===== src/rtl/sfm_pkg.sv =====
package sfm_pkg;

  typedef enum logic [2:0] {
    PH_IDLE  = 3'd0,
    PH_CMD   = 3'd1,
    PH_ADDR  = 3'd2,
    PH_DUMMY = 3'd3,
    PH_DATA  = 3'd4
  } phase_e;

  localparam logic [1:0] MODE_READ  = 2'd0;
  localparam logic [1:0] MODE_FAST  = 2'd1;
  localparam logic [1:0] MODE_WRITE = 2'd2;
  localparam logic [1:0] MODE_RSVD  = 2'd3;

  localparam logic [7:0] DUMMY_FILL = 8'hFF;

endpackage


===== src/rtl/sfm_seg_fold.sv =====
module sfm_seg_fold #(
  parameter int AW = 32
) (
  input  logic [AW-1:0] addr_in,
  input  logic [AW-1:0] seg_base,
  input  logic [AW-1:0] seg_mask,
  output logic [AW-1:0] addr_out
);

  function automatic logic [AW-1:0] fold(input logic [AW-1:0] a,
                                         input logic [AW-1:0] base,
                                         input logic [AW-1:0] mask);
    return (base & ~mask) | (a & mask);
  endfunction

  assign addr_out = fold(addr_in, seg_base, seg_mask);

endmodule


===== src/rtl/sfm_byte_pick.sv =====
module sfm_byte_pick
  import sfm_pkg::*;
#(
  parameter int AW = 32,
  parameter int DW = 32,
  parameter int CW = 8
) (
  input  phase_e        phase,
  input  logic [CW-1:0] idx,
  input  logic [7:0]    cmd,
  input  logic [AW-1:0] addr,
  input  logic [DW-1:0] wdata,
  output logic [7:0]    byte_sel
);

  function automatic logic [7:0] lane_of(input logic [AW-1:0] v, input logic [CW-1:0] k);
    return 8'(v >> (8 * k));
  endfunction

  function automatic logic [7:0] wlane_of(input logic [DW-1:0] v, input logic [CW-1:0] k);
    return 8'(v >> (8 * k));
  endfunction

  always_comb begin
    case (phase)
      PH_CMD:   byte_sel = cmd;
      PH_ADDR:  byte_sel = lane_of(addr, idx);
      PH_DUMMY: byte_sel = DUMMY_FILL;
      PH_DATA:  byte_sel = wlane_of(wdata, idx);
      default:  byte_sel = 8'h00;
    endcase
  end

endmodule


===== src/rtl/sfm_rx_pack.sv =====
module sfm_rx_pack #(
  parameter int DW = 32,
  parameter int CW = 8
) (
  input  logic          clk,
  input  logic          rst_n,
  input  logic          clr,
  input  logic          load,
  input  logic [CW-1:0] lane_idx,
  input  logic [7:0]    lane_byte,
  output logic [DW-1:0] packed_data
);

  localparam int NB = DW / 8;

  for (genvar l = 0; l < NB; l++) begin : g_lane
    logic [7:0] lane_q;
    always_ff @(posedge clk or negedge rst_n) begin
      if (!rst_n)                                lane_q <= 8'h00;
      else if (clr)                              lane_q <= 8'h00;
      else if (load && lane_idx == CW'(l))       lane_q <= lane_byte;
    end
    assign packed_data[8*l +: 8] = lane_q;
  end

endmodule


===== src/rtl/sfm_seq.sv =====
module sfm_seq
  import sfm_pkg::*;
#(
  parameter int AW    = 32,
  parameter int DW    = 32,
  parameter int SZW   = 3,
  parameter int DLO_W = 2,
  parameter int DHI_W = 1
) (
  input  logic             clk,
  input  logic             rst_n,
  input  logic             req_valid,
  output logic             req_ready,
  input  logic             req_write,
  input  logic [AW-1:0]    req_addr,
  input  logic [SZW-1:0]   req_size,
  input  logic [DW-1:0]    req_wdata,
  output logic             rsp_valid,
  output logic             rsp_err,
  output logic [DW-1:0]    rsp_rdata,
  input  logic [1:0]       cfg_mode,
  input  logic [7:0]       cfg_cmd,
  input  logic [DLO_W-1:0] cfg_dummy_lo,
  input  logic [DHI_W-1:0] cfg_dummy_hi,
  input  logic             cfg_addr4,
  input  logic [AW-1:0]    cfg_seg_base,
  input  logic [AW-1:0]    cfg_seg_mask,
  output logic             spi_cs_n,
  output logic             byte_req,
  output logic [7:0]       byte_out,
  input  logic             byte_ack,
  input  logic [7:0]       byte_in
);

  localparam int NB        = DW / 8;
  localparam int DSEL_W    = DLO_W + DHI_W;
  localparam int MAX_DUMMY = ((1 << DSEL_W) - 1) * 8;
  localparam int MAX_CNT   = (MAX_DUMMY > NB) ? MAX_DUMMY : NB;
  localparam int CW        = $clog2(MAX_CNT + AW / 8 + 1);

  function automatic logic [CW-1:0] dummy_count(input logic [DHI_W-1:0] hi,
                                                input logic [DLO_W-1:0] lo);
    return CW'({hi, lo}) << 3;
  endfunction

  function automatic logic size_ok(input logic [SZW-1:0] s);
    return (s != '0) && (s <= SZW'(NB));
  endfunction

  function automatic logic dir_ok(input logic [1:0] mode, input logic wr);
    return (mode != MODE_RSVD) && (wr == (mode == MODE_WRITE));
  endfunction

  phase_e          phase;
  logic [CW-1:0]   idx;
  logic [AW-1:0]   addr_q;
  logic [DW-1:0]   wdata_q;
  logic [SZW-1:0]  size_q;
  logic            wr_q;
  logic [7:0]      cmd_q;
  logic [CW-1:0]   nadr_q;
  logic [CW-1:0]   ndum_q;
  logic            cs_n_q;
  logic            rsp_v_q;
  logic            rsp_e_q;
  logic [AW-1:0]   eff_addr;

  // named events
  logic req_fire, req_bad, accept_ok, reject_fire, byte_step, in_dummy, last_data;

  assign req_ready   = (phase == PH_IDLE) && !rsp_v_q;
  assign req_fire    = req_valid && req_ready;
  assign req_bad     = !size_ok(req_size) || !dir_ok(cfg_mode, req_write);
  assign accept_ok   = req_fire && !req_bad;
  assign reject_fire = req_fire && req_bad;
  assign byte_req    = (phase != PH_IDLE);
  assign byte_step   = byte_req && byte_ack;
  assign in_dummy    = (phase == PH_DUMMY);
  assign last_data   = (phase == PH_DATA) && (idx == CW'(size_q) - CW'(1));

  sfm_seg_fold #(.AW(AW)) u_fold (
    .addr_in  (req_addr),
    .seg_base (cfg_seg_base),
    .seg_mask (cfg_seg_mask),
    .addr_out (eff_addr)
  );

  sfm_byte_pick #(.AW(AW), .DW(DW), .CW(CW)) u_pick (
    .phase    (phase),
    .idx      (idx),
    .cmd      (cmd_q),
    .addr     (addr_q),
    .wdata    (wdata_q),
    .byte_sel (byte_out)
  );

  sfm_rx_pack #(.DW(DW), .CW(CW)) u_pack (
    .clk         (clk),
    .rst_n       (rst_n),
    .clr         (accept_ok),
    .load        (byte_step && (phase == PH_DATA) && !wr_q),
    .lane_idx    (idx),
    .lane_byte   (byte_in),
    .packed_data (rsp_rdata)
  );

  always_ff @(posedge clk or negedge rst_n) begin
    if (!rst_n) begin
      phase   <= PH_IDLE;
      idx     <= '0;
      addr_q  <= '0;
      wdata_q <= '0;
      size_q  <= '0;
      wr_q    <= 1'b0;
      cmd_q   <= 8'h00;
      nadr_q  <= '0;
      ndum_q  <= '0;
      cs_n_q  <= 1'b1;
      rsp_v_q <= 1'b0;
      rsp_e_q <= 1'b0;
    end else begin
      rsp_v_q <= 1'b0;
      if (reject_fire) begin
        rsp_v_q <= 1'b1;
        rsp_e_q <= 1'b1;
      end else if (accept_ok) begin
        phase   <= PH_CMD;
        cs_n_q  <= 1'b0;
        rsp_e_q <= 1'b0;
        idx     <= '0;
        addr_q  <= eff_addr;
        wdata_q <= req_wdata;
        size_q  <= req_size;
        wr_q    <= req_write;
        cmd_q   <= cfg_cmd;
        nadr_q  <= cfg_addr4 ? CW'(AW / 8) : CW'(3);
        ndum_q  <= (cfg_mode == MODE_FAST) ? dummy_count(cfg_dummy_hi, cfg_dummy_lo) : '0;
      end else if (byte_step) begin
        case (phase)
          PH_CMD: begin
            phase <= PH_ADDR;
            idx   <= nadr_q - CW'(1);
          end
          PH_ADDR: begin
            if (idx != '0) begin
              idx <= idx - CW'(1);
            end else if (ndum_q != '0) begin
              phase <= PH_DUMMY;
              idx   <= ndum_q - CW'(1);
            end else begin
              phase <= PH_DATA;
              idx   <= '0;
            end
          end
          PH_DUMMY: begin
            if (idx != '0) begin
              idx <= idx - CW'(1);
            end else begin
              phase <= PH_DATA;
              idx   <= '0;
            end
          end
          PH_DATA: begin
            if (last_data) begin
              phase   <= PH_IDLE;
              cs_n_q  <= 1'b1;
              rsp_v_q <= 1'b1;
              idx     <= '0;
            end else begin
              idx <= idx + CW'(1);
            end
          end
          default: phase <= PH_IDLE;
        endcase
      end
    end
  end

  assign spi_cs_n  = cs_n_q;
  assign rsp_valid = rsp_v_q;
  assign rsp_err   = rsp_e_q;

  assert_hold_byte_R12: assert property (@(posedge clk) disable iff (!rst_n)
    (byte_req && !byte_ack) |=> (byte_req && $stable(byte_out)));

  assert_reject_quiet_R10: assert property (@(posedge clk) disable iff (!rst_n)
    reject_fire |=> (rsp_valid && rsp_err && spi_cs_n && !byte_req));

  assert_rsp_single_R9: assert property (@(posedge clk) disable iff (!rst_n)
    rsp_valid |=> !rsp_valid);

  assert_busy_not_ready_R9: assert property (@(posedge clk) disable iff (!rst_n)
    !spi_cs_n |-> !req_ready);

  assert_cs_release_R9: assert property (@(posedge clk) disable iff (!rst_n)
    (rsp_valid && !rsp_err) |-> (spi_cs_n && !byte_req));

  assert_dummy_fill_R4: assert property (@(posedge clk) disable iff (!rst_n)
    (byte_req && in_dummy) |-> (byte_out == 8'hFF));

  assert_addr_in_window_R8: assert property (@(posedge clk) disable iff (!rst_n)
    accept_ok |=> (((addr_q ^ cfg_seg_base) & ~cfg_seg_mask) == '0));

endmodule


===== config.mk =====
export PLATFORM = sky130hd
export DESIGN_NAME = sfm_seq
export DESIGN_NICKNAME = d
export VERILOG_FILES = /design/src/rtl/sfm_pkg.sv /design/src/rtl/sfm_seg_fold.sv /design/src/rtl/sfm_byte_pick.sv /design/src/rtl/sfm_rx_pack.sv /design/src/rtl/sfm_seq.sv
export SDC_FILE = /design/constraint.sdc
export NUM_CORES = 1
export LEC_CHECK = 0
export BUFFER_PORTS_ARGS = -buffer_cell sky130_fd_sc_hd__buf_2
export CAP_MARGIN = 20
export CORE_UTILIZATION = 40
export CTS_BUF_LIST = sky130_fd_sc_hd__clkbuf_2 sky130_fd_sc_hd__clkbuf_4 sky130_fd_sc_hd__clkbuf_8
export DETAILED_ROUTE_END_ITERATION = 8
export PLACE_DENSITY = 0.63
export SYNTH_ARGS = -nofsm -noshare
export SYNTH_HDL_FRONTEND = slang
export SYNTH_HIERARCHICAL = 1
export SYNTH_SLANG_ARGS = --single-unit

===== constraint.sdc =====
create_clock -name clk -period 2.8 [get_ports clk]
set_clock_uncertainty 0.1 [all_clocks]
set_input_delay 0 -clock clk [delete_from_list [all_inputs] [get_ports clk]]
set_output_delay 0 -clock clk [all_outputs]
set_load 0.01 [all_outputs]

==> impl_metrics.yaml, run 1 <==
synthesis:
  synth_compound_area_share_pct: 8.68
  yosys.cell_types.count: 59
  synth_top_family_by_area: "simple AND/OR/NAND/NOR gates"
  ys_ff_latch: 125
  synth_nets: 928
  synthAdderAreaFrac_pct: 1.24
  yosys.area_share.simple_pct: 27.0
  synthesis.area_mm2: 0.00705
  muxShareOfSynthArea_pct: 11.7
  async_flop_share_pct: 100
  synth-seq-area-share_pct: 44.4
  yosys-top-cells-area: "dfrtp_1 (44%), nand2_1 (13%), mux2_4 (6.8%)"
  yosys_warnings: 6
  syn_inst: 763
  synth_flop_cell: "dfrtp_1"
  synth_edf_count: 0
  synth_area_leader_cell: "dfrtp_1"
  yosys.area.top_type_share_pct: 44.0
  syn_avg_cell_area_um2: 9.24
  synth_xor_area_share_pct: 1.33
cts:
  clock_path_buffers: 2
  cts_tree: "built"
  root_buffer: "clkbuf_8"
  numCtsBuffers: 17
  clkLatencyLatePin_ns: 0.43
  cts_num_sinks: 125
  path_clk_slew_ns: 0.08
  h-tree-depth: 4
die:
  boundaryPins: 203
  die_y_um: 135
  die_area_mm2: 0.0182
  start_util_pct: 40.9
  rows: 48
  coreArea_mm2: 0.0172
  die_width_um: 135
sta:
  fin_hold_ws_ns: 0.0544
  min_period_ns: 2.67
  slew_viol_final: 0
  rsz0062_at_grt: "false"
  worst_slew_pin_slew_ns: 0.812
  fmax_ghz: 0.374
  final.setup.tns_ns: 0
  max_slew_margin_pct: 45.9
  setup_viol: 0
  timing.final.hold_violations: 0
  period_share_pct: 95.5
setup_path:
  crit_path_end: "byte_out[0]"
  startpoint: "phase[1]$_DFFE_PN0P_"
  worst_setup_path_start_kind: "register"
  crit_buf_inv: 2
  r2r_cells: 6
  crit_type: "reg -> out"
  r2r-end: "idx[5]$_DFFE_PN0P_"
  critPathSlowestCell: "o41ai_1"
  path_delay_family: "compound AO/OA/AOI/OAI gates"
  critPathMaxStageDelay_ns: 0.62
  worstSetupEndpointType: "output pin"
  timing.rr.start: "phase[1]$_DFFE_PN0P_"
  arrival_ns: 2.57
  worstPathCellList: "buf_4 > xor2_1 > nand3_1 > o41ai_1 > buf_2"
  crit_required_ns: 2.70
  cp_max_fo: 10
  crit_cells: 5
  r2r_setup_slack_ns: 0.33
routing:
  drt_iter0_markers: 357
  avgRoutedWirePerCell_um: 15.3
  postRouteAntennaNets: 0
  drc: 0
  viasPerCell: 4.96
  drt-total-wl_mm: 20.2
  drtPass1Iterations: 5
  vias: 6553
layout:
  fillers: 1536
  num_antenna_cells: 0
  final_area_mm2: 0.00987
  final_nets: 1249
  drive_gt1_share_pct: 27.5
  mostFrequentLayoutCells: "nand2_1 (246), buf_2 (201), dlygate4sd3_1 (125), dfrtp_1 (124), nand2b_1 (42)"
  mostFrequentLayoutCell: "nand2_1"
  stdcell_count: 1322
  fin_util_pct: 57.3
  syn2layout_area_growth_pct: 40.0
placement:
  place.gp.congestion: 0.927
  post-place-cells: 1163
  dp_hpwl_mm: 13.2
  place_area_mm2: 0.00822
  io_buffer_count: 202
global_route:
  overflow: 0
  antenna_found_initial: 0
  grt_first_pass_wirelength_mm: 32.7
  grt_util_all_layers_pct: 23.2
  grt_pass1_vias: 6603
  grt_max_degree: 80
worst_hold_path:
  hold_path.class: "in -> async"
power:
  vdd_drop_max_mv: 0.546
  p_leak_nw: 5.21
  powerDensity_mw_per_mm2: 844
outcome:
  status: "complete, no violations"
job:
  cap_violations: 0
metrics by stage:
stage                     total power [mW]  setup WS [ns]
after floorplan                       5.47          0.330
final                                 8.33          0.125
after CTS                             8.34         0.0242
after global routing                  8.98         0.0231
after global placement                6.56          0.402
after detailed placement              6.62          0.332
per-layer routing:
layer	vias to the layer above	share of wire (%)	global-route usage, %
met3	45	4.9	4.05
met4	0	2.7	10.5
met5	-	0	0
li1	3207	-	-
met1	3064	44	30.2
met2	237	48	37.9
cell type report:
cell class | instances | area [um^2] | share of cell area [%]
clock buffers | 18 | 248 | 2.51
clock inverters | 14 | 136 | 1.38
inverters | 14 | 55.1 | 0.558
multi-input cells | 577 | 3530 | 35.7
flip-flops and latches | 125 | 3130 | 31.7
well taps | 225 | 282 | 2.85
repair buffers | 349 | 2490 | 25.3
registers in the layout, summed over array words and instances, names as in the netlist:
name,cells
cmd_q,8
nadr_q,2
ndum_q,3
u_pack/g_lane.lane_q,32
wr_q,1
rsp_valid,1
rsp_err,1
size_q,3
idx,6
spi_cs_n,1
phase,3
wdata_q,32
addr_q,32
cells by family after synthesis:
family                   Yosys count
AND/OR/NAND/NOR                  402
flip-flops                       125
AO/OA/AOI/OAI                     94
multiplexers                      65
buffers and inverters             61
XOR/XNOR                           9
adder cells (fa/ha/maj)            7
how the worst min path moves through the flow:
stage / startpoint / endpoint / slack [ns] / depth (start not counted)
6_report: rst_n / addr_q[23]$_DFFE_PN0P_ / 0.05 / 2
5_1_grt: rst_n / addr_q[23]$_DFFE_PN0P_ / 0.10 / 2
4_1_cts: rst_n / addr_q[23]$_DFFE_PN0P_ / 0.07 / 2
3_5_place_dp: rst_n / addr_q[23]$_DFFE_PN0P_ / 0.02 / 1
3_3_place_gp: rst_n / addr_q[23]$_DFFE_PN0P_ / 0.01 / 1
2_1_floorplan: rst_n / addr_q[0]$_DFFE_PN0P_ / -0.40 / 0
what timing repair did:
item | 4_1_cts | 5_1_grt
resized for setup | 0 | 0
hold buffers | 125 | 0
buffers inserted | 0 | 2
endpoints found under the hold margin | 175 | 0
endpoints found under the setup margin | 0 | 3
cells in the mapped netlist, drive strengths merged, types with 4 or more instances:
library cell	number
nor2	18
and3	10
o21ai	38
nor2b	14
dfrtp	124
and2b	13
a21oi	10
nand2b	43
buf	24
clkbuf	23
nor4	8
a211oi	17
xor2	5
o41ai	8
nor3	11
nand2	246
o31ai	4
inv	13
nor3b	11
ha	7
mux2i	32
a31oi	5
or3	6
mux2	32
nand3	13
report_power, final:
part           total [mW]  switching (mW)  leakage (nW)  internal (mW)
clock network        1.53           0.787         0.192          0.741
logic                3.63            1.98          3.40           1.66
registers            3.17           0.562          1.62           2.61
total                8.33            3.33          5.21           5.00
No activity file was read; power rests on OpenSTA's default activity.
==> inputs of run 2 (changes only) <==
--- a/config.mk
+++ b/config.mk
@@ -7,10 +7,10 @@
 export LEC_CHECK = 0
 export BUFFER_PORTS_ARGS = -buffer_cell sky130_fd_sc_hd__buf_2
 export CAP_MARGIN = 20
-export CORE_UTILIZATION = 40
+export CORE_UTILIZATION = 50
 export CTS_BUF_LIST = sky130_fd_sc_hd__clkbuf_2 sky130_fd_sc_hd__clkbuf_4 sky130_fd_sc_hd__clkbuf_8
 export DETAILED_ROUTE_END_ITERATION = 8
-export PLACE_DENSITY = 0.63
+export PLACE_DENSITY = 0.76
 export SYNTH_ARGS = -nofsm -noshare
 export SYNTH_HDL_FRONTEND = slang
 export SYNTH_HIERARCHICAL = 1
==> run 2 against run 1 <==
The flow now finishes with violations (design-rule violations). Power up 4.9%. First-iteration DRC count is 41% higher. Sequential share of layout area is 0.14 points lower. Die area down 20%. Critical endpoint is now byte_out[2]. Non-clock buffer count grew 1.
==> impl_metrics.yaml, run 2 (synthesis results as in run 1) <==
outcome:
  status: "complete, but fails checks"
  violations: "design-rule violations"
layout:
  mostFrequentLayoutCells: "nand2_1 (246), buf_2 (201), dlygate4sd3_1 (126), dfrtp_1 (124), nand2b_1 (42)"
  final_nets: 1250
  fillers: 1000
  mostFrequentLayoutCell: "nand2_1"
  reg_top3: "addr_q x32, u_pack/g_lane.lane_q x32, wdata_q x32"
  drive_gt1_share_pct: 27.5
  syn2layout_area_growth_pct: 40.6
  final_area_mm2: 0.00991
  num_antenna_cells: 0
global_route:
  grt_pass1_vias: 6794
  grt_first_pass_wirelength_mm: 32.9
  overflow: 0
  grt_util_all_layers_pct: 29.1
  antenna_found_initial: 0
  grt_max_degree: 59
routing:
  viasPerCell: 5.35
  postRouteAntennaNets: 0
  vias: 6831
  drt-total-wl_mm: 20.7
  drc: 2
  avgRoutedWirePerCell_um: 16.2
  drt_iter0_markers: 502
  drtPass1Iterations: 8
power:
  p_leak_nw: 5.25
  powerDensity_mw_per_mm2: 881
  vdd_drop_max_mv: 0.444
die:
  die_y_um: 121
  rows: 43
  coreArea_mm2: 0.0138
  start_util_pct: 51.0
  die_width_um: 121
  die_area_mm2: 0.0146
  boundaryPins: 203
setup_path:
  worst_setup_path_start_kind: "register"
  cp_max_fo: 27
  crit_type: "reg -> out"
  crit_required_ns: 2.70
  arrival_ns: 2.59
  worstSetupEndpointType: "output pin"
placement:
  place.gp.congestion: 0.916
  place_area_mm2: 0.00814
  io_buffer_count: 202
  dp_hpwl_mm: 12.6
sta:
  slew_viol_final: 0
  max_slew_margin_pct: 58.4
  fin_hold_ws_ns: 0.00246
  final.setup.tns_ns: 0
  min_period_ns: 2.69
  rsz0062_at_grt: "false"
  timing.final.hold_violations: 0
  setup_viol: 0
  worst_slew_pin_slew_ns: 0.623
  fmax_ghz: 0.372
  period_share_pct: 96.1
cts:
  h-tree-depth: 4
  cts_tree: "built"
  clkLatencyLatePin_ns: 0.45
  numCtsBuffers: 17
  root_buffer: "clkbuf_8"
  clock_path_buffers: 2
  path_clk_slew_ns: 0.08
  cts_num_sinks: 125
worst_hold_path:
  hold_path.class: "in -> async"
job:
  cap_violations: 0
run 2: changes by cell type in the layout (fill, tap and decap cells not counted), sizes merged:
cell	delta
buf	-1
bufinv	+4
clkbuf	+5
clkinv	-4
clkinvlp	-1
dlygate4sd3	+1
inv	-3
run 2: path summary, 6_finish.rpt:
check / from / endpoint / slack [ns] / depth (start not counted)
setup / recovery: phase[0]$_DFFE_PN0P_ / byte_out[2] / 0.11 / 7
hold / removal: rst_n / u_pack/g_lane[0].lane_q[7]$_DFFE_PN0P_ / 0.002 / 2
setup reg to reg: phase[0]$_DFFE_PN0P_ / ndum_q[5]$_DFFE_PN0P_ / 0.17 / 8
hold reg to reg: addr_q[31]$_DFFE_PN0P_ / addr_q[31]$_DFFE_PN0P_ / 0.38 / 2
max in group asynchronous: rst_n / addr_q[6]$_DFFE_PN0P_ / 1.86 / 3
min in group clk: cfg_mode[1] / rsp_valid$_DFF_PN0_ / 0.06 / 4
run 2: stage by stage:
step | utilization, % | worst slack, ns | power (mW) | cells
2_1_floorplan | - | 0.330 | 5.47 | 763
3_3_place_gp | 58.9 | 0.550 | 6.48 | 1118
3_5_place_dp | 58.9 | 0.460 | 6.55 | 1118
4_1_cts | 71.4 | 0.0570 | 8.60 | 1276
5_1_grt | 71.7 | 0.0158 | 9.31 | 1278
6_report | 71.7 | 0.109 | 8.74 | 1278
run 2: critical path: stages, from the launching register on:
cell	delay, ns
dfrtp_1	0.43
buf_4	0.19
nor3b_4	0.25
buf_12	0.22
mux4_1	0.56
nor2_1	0.18
o41ai_1	0.13
buf_2	0.17
run 2: timing repair:
item                                    4_1_cts  5_1_grt
buffers inserted                              0        1
endpoints found under the setup margin        0        4
resized for setup                             0        4
endpoints found under the hold margin       233        0
hold buffers                                126        0
run 2: layer usage:
metal / wire length [um] / GRT usage [%] / vias up
met5: 0 / 0 / -
met4: 652 / 12.6 / 0
met3: 1210 / 5.61 / 61
met2: 10200 / 49.1 / 315
met1: 8660 / 36.3 / 3240
li1: - / - / 3215
run 2: final cells by class:
type / count / area, um^2 / share of cell area (%)
multi-input cells: 577 / 3530 / 35.6
well taps: 180 / 225 / 2.27
flip-flops and latches: 125 / 3130 / 31.6
clock buffers: 22 / 284 / 2.86
clock inverters: 10 / 185 / 1.87
inverters: 14 / 60.1 / 0.606
repair buffers: 350 / 2500 / 25.2
run 2: power by group:
part           switching, mW  internal, mW  total (mW)
combinational           2.01          1.66        3.67
sequential             0.571          2.61        3.18
clock                  0.744          1.14        1.88
==> inputs of run 3 (changes only) <==
--- a/config.mk
+++ b/config.mk
@@ -7,10 +7,10 @@
 export LEC_CHECK = 0
 export BUFFER_PORTS_ARGS = -buffer_cell sky130_fd_sc_hd__buf_2
 export CAP_MARGIN = 20
-export CORE_UTILIZATION = 50
+export CORE_UTILIZATION = 23
 export CTS_BUF_LIST = sky130_fd_sc_hd__clkbuf_2 sky130_fd_sc_hd__clkbuf_4 sky130_fd_sc_hd__clkbuf_8
 export DETAILED_ROUTE_END_ITERATION = 8
-export PLACE_DENSITY = 0.76
+export PLACE_DENSITY = 0.41
 export SYNTH_ARGS = -nofsm -noshare
 export SYNTH_HDL_FRONTEND = slang
 export SYNTH_HIERARCHICAL = 1
==> run 3 against run 2 <==
The flow now finishes without violations. Die area increased by 120%. Fmax increased by 0.50%. Via count is 5.3% lower. Register-to-register slack worse by 0.02 ns. Largest cell class unchanged. Clock power is 12% lower. Critical endpoint is now byte_out[4]. Critical path type unchanged. Non-clock buffer count is 3 higher. Clock-buffer cell count fell by 4. Global-route usage down 14 points. Design area rose by 3.5%.
==> impl_metrics.yaml, run 3 (synthesis results as in run 1) <==
setup_path:
  arrival_ns: 2.58
  crit_required_ns: 2.70
  critPathSlowestCell: "nor4_1"
  cp_max_fo: 27
  critPathMaxStageDelay_ns: 0.62
  crit_type: "reg -> out"
  worstSetupEndpointType: "output pin"
  worst_setup_path_start_kind: "register"
  worstPathCellList: "buf_6 > nor3b_4 > buf_12 > mux2i_1 > nor4_1 > o41ai_1 > buf_2"
sta:
  fin_hold_ws_ns: 0.0130
  max_slew_margin_pct: 53.0
  timing.final.hold_violations: 0
  slew_viol_final: 0
  final.setup.tns_ns: 0
  worst_slew_pin_slew_ns: 0.698
  period_share_pct: 95.6
  fmax_ghz: 0.373
  rsz0062_at_grt: "false"
  setup_viol: 0
  min_period_ns: 2.68
placement:
  place_area_mm2: 0.00844
  io_buffer_count: 202
  place.gp.congestion: 0.842
  dp_hpwl_mm: 15.2
routing:
  drt_iter0_markers: 343
  vias: 6467
  wl_met1_mm: 11.4
  avgRoutedWirePerCell_um: 15.3
  drtPass1Iterations: 4
  drc: 0
  drt-total-wl_mm: 22.8
  maxUsedRoutingLayer: "met4"
  postRouteAntennaNets: 0
  route.met3.wl_um: 990
  viasPerCell: 4.34
  wl_met2_mm: 10.3
job:
  cap_violations: 0
cts:
  h-tree-depth: 4
  clkLatencyLatePin_ns: 0.45
  numCtsBuffers: 17
  root_buffer: "clkbuf_8"
  cts_tree: "built"
  clock_path_buffers: 2
  path_clk_slew_ns: 0.08
  cts_num_sinks: 125
layout:
  num_antenna_cells: 0
  mostFrequentLayoutCell: "nand2_1"
  final_area_mm2: 0.0103
  mostFrequentLayoutCells: "nand2_1 (246), buf_2 (201), dlygate4sd3_1 (126), dfrtp_1 (121), nand2b_1 (42)"
  syn2layout_area_growth_pct: 45.6
  final_nets: 1253
  drive_gt1_share_pct: 29.2
  reg_top3: "addr_q x32, u_pack/g_lane.lane_q x32, wdata_q x32"
die:
  die_width_um: 177
  die_y_um: 177
  coreArea_mm2: 0.0299
  rows: 63
  start_util_pct: 23.6
  die_area_mm2: 0.0314
  boundaryPins: 203
global_route:
  grt_first_pass_wirelength_mm: 35.8
  overflow: 0
  antenna_found_initial: 0
  grt_pass1_vias: 6531
  grt_util_all_layers_pct: 14.8
  grt_max_degree: 71
power:
  p_leak_nw: 5.28
  vdd_drop_max_mv: 0.366
  powerDensity_mw_per_mm2: 845
outcome:
  status: "complete, no violations"
worst_hold_path:
  hold_path.class: "in -> async"
==> run 3: worst max-delay path, delay by kind of cell, from the launching register on <==
family	cells	cell delay, ns
and+or+nand+nor	2	0.85
AOI/OAI and AO/OA	1	0.17
DFF	1	0.45
muxes	1	0.10
buffers and inverters	3	0.56
==> run 3: timing repair <==
item | in CTS | in global routing
cloned | 1 | 0
resized for setup | 6 | 14
endpoints found under the setup margin | 2 | 8
hold endpoints to repair | 245 | 0
setup buffers | 1 | 0
hold buffers | 127 | 0
pin swaps | 2 | 0
==> run 3: report_power, final <==
group / switching, mW / internal, mW
Combinational: 2.08 / 1.74
Clock: 0.821 / 0.831
Sequential: 0.589 / 2.61
Total: 3.49 / 5.18
==> run 3: area by class of cell <==
cell class	count	area [um^2]
clock buffer	18	248
fill	3158	19600
tap	390	488
inverter	14	55.1
multi-input combinational	577	3630
timing repair buffer	353	2560
sequential	125	3130
clock inverter	14	156
==> run 3: worst paths after layout <==
path	startpoint	end	slack, ns	depth (start not counted)
setup / recovery	phase[0]$_DFFE_PN0P_	byte_out[4]	0.12	7
hold / removal	rst_n	u_pack/g_lane[1].lane_q[5]$_DFFE_PN0P_	0.01	3
setup reg to reg	phase[1]$_DFFE_PN0P_	ndum_q[5]$_DFFE_PN0P_	0.15	8
hold reg to reg	addr_q[16]$_DFFE_PN0P_	addr_q[16]$_DFFE_PN0P_	0.37	2
max in group asynchronous	rst_n	wdata_q[22]$_DFFE_PN0P_	2.15	3
min in group clk	cfg_mode[1]	rsp_valid$_DFF_PN0_	0.12	4
==> run 3: through the flow <==
step | util, % | worst slack, ns | total power, mW | cells
4_1_cts | 34.2 | 0.0199 | 8.68 | 1491
2_1_floorplan | - | 0.330 | 5.47 | 763
5_1_grt | 34.4 | 0.00449 | 9.40 | 1491
3_5_place_dp | 28.2 | 0.397 | 6.69 | 1330
6_report | 34.4 | 0.122 | 8.68 | 1491
3_3_place_gp | 28.2 | 0.463 | 6.69 | 1330
==> run 3: layer usage <==
metal	up-vias	track usage, %
met3	9	2.75
met1	3067	21.2
met2	178	23.0
met4	0	2.91
met5	-	0
li1	3213	-
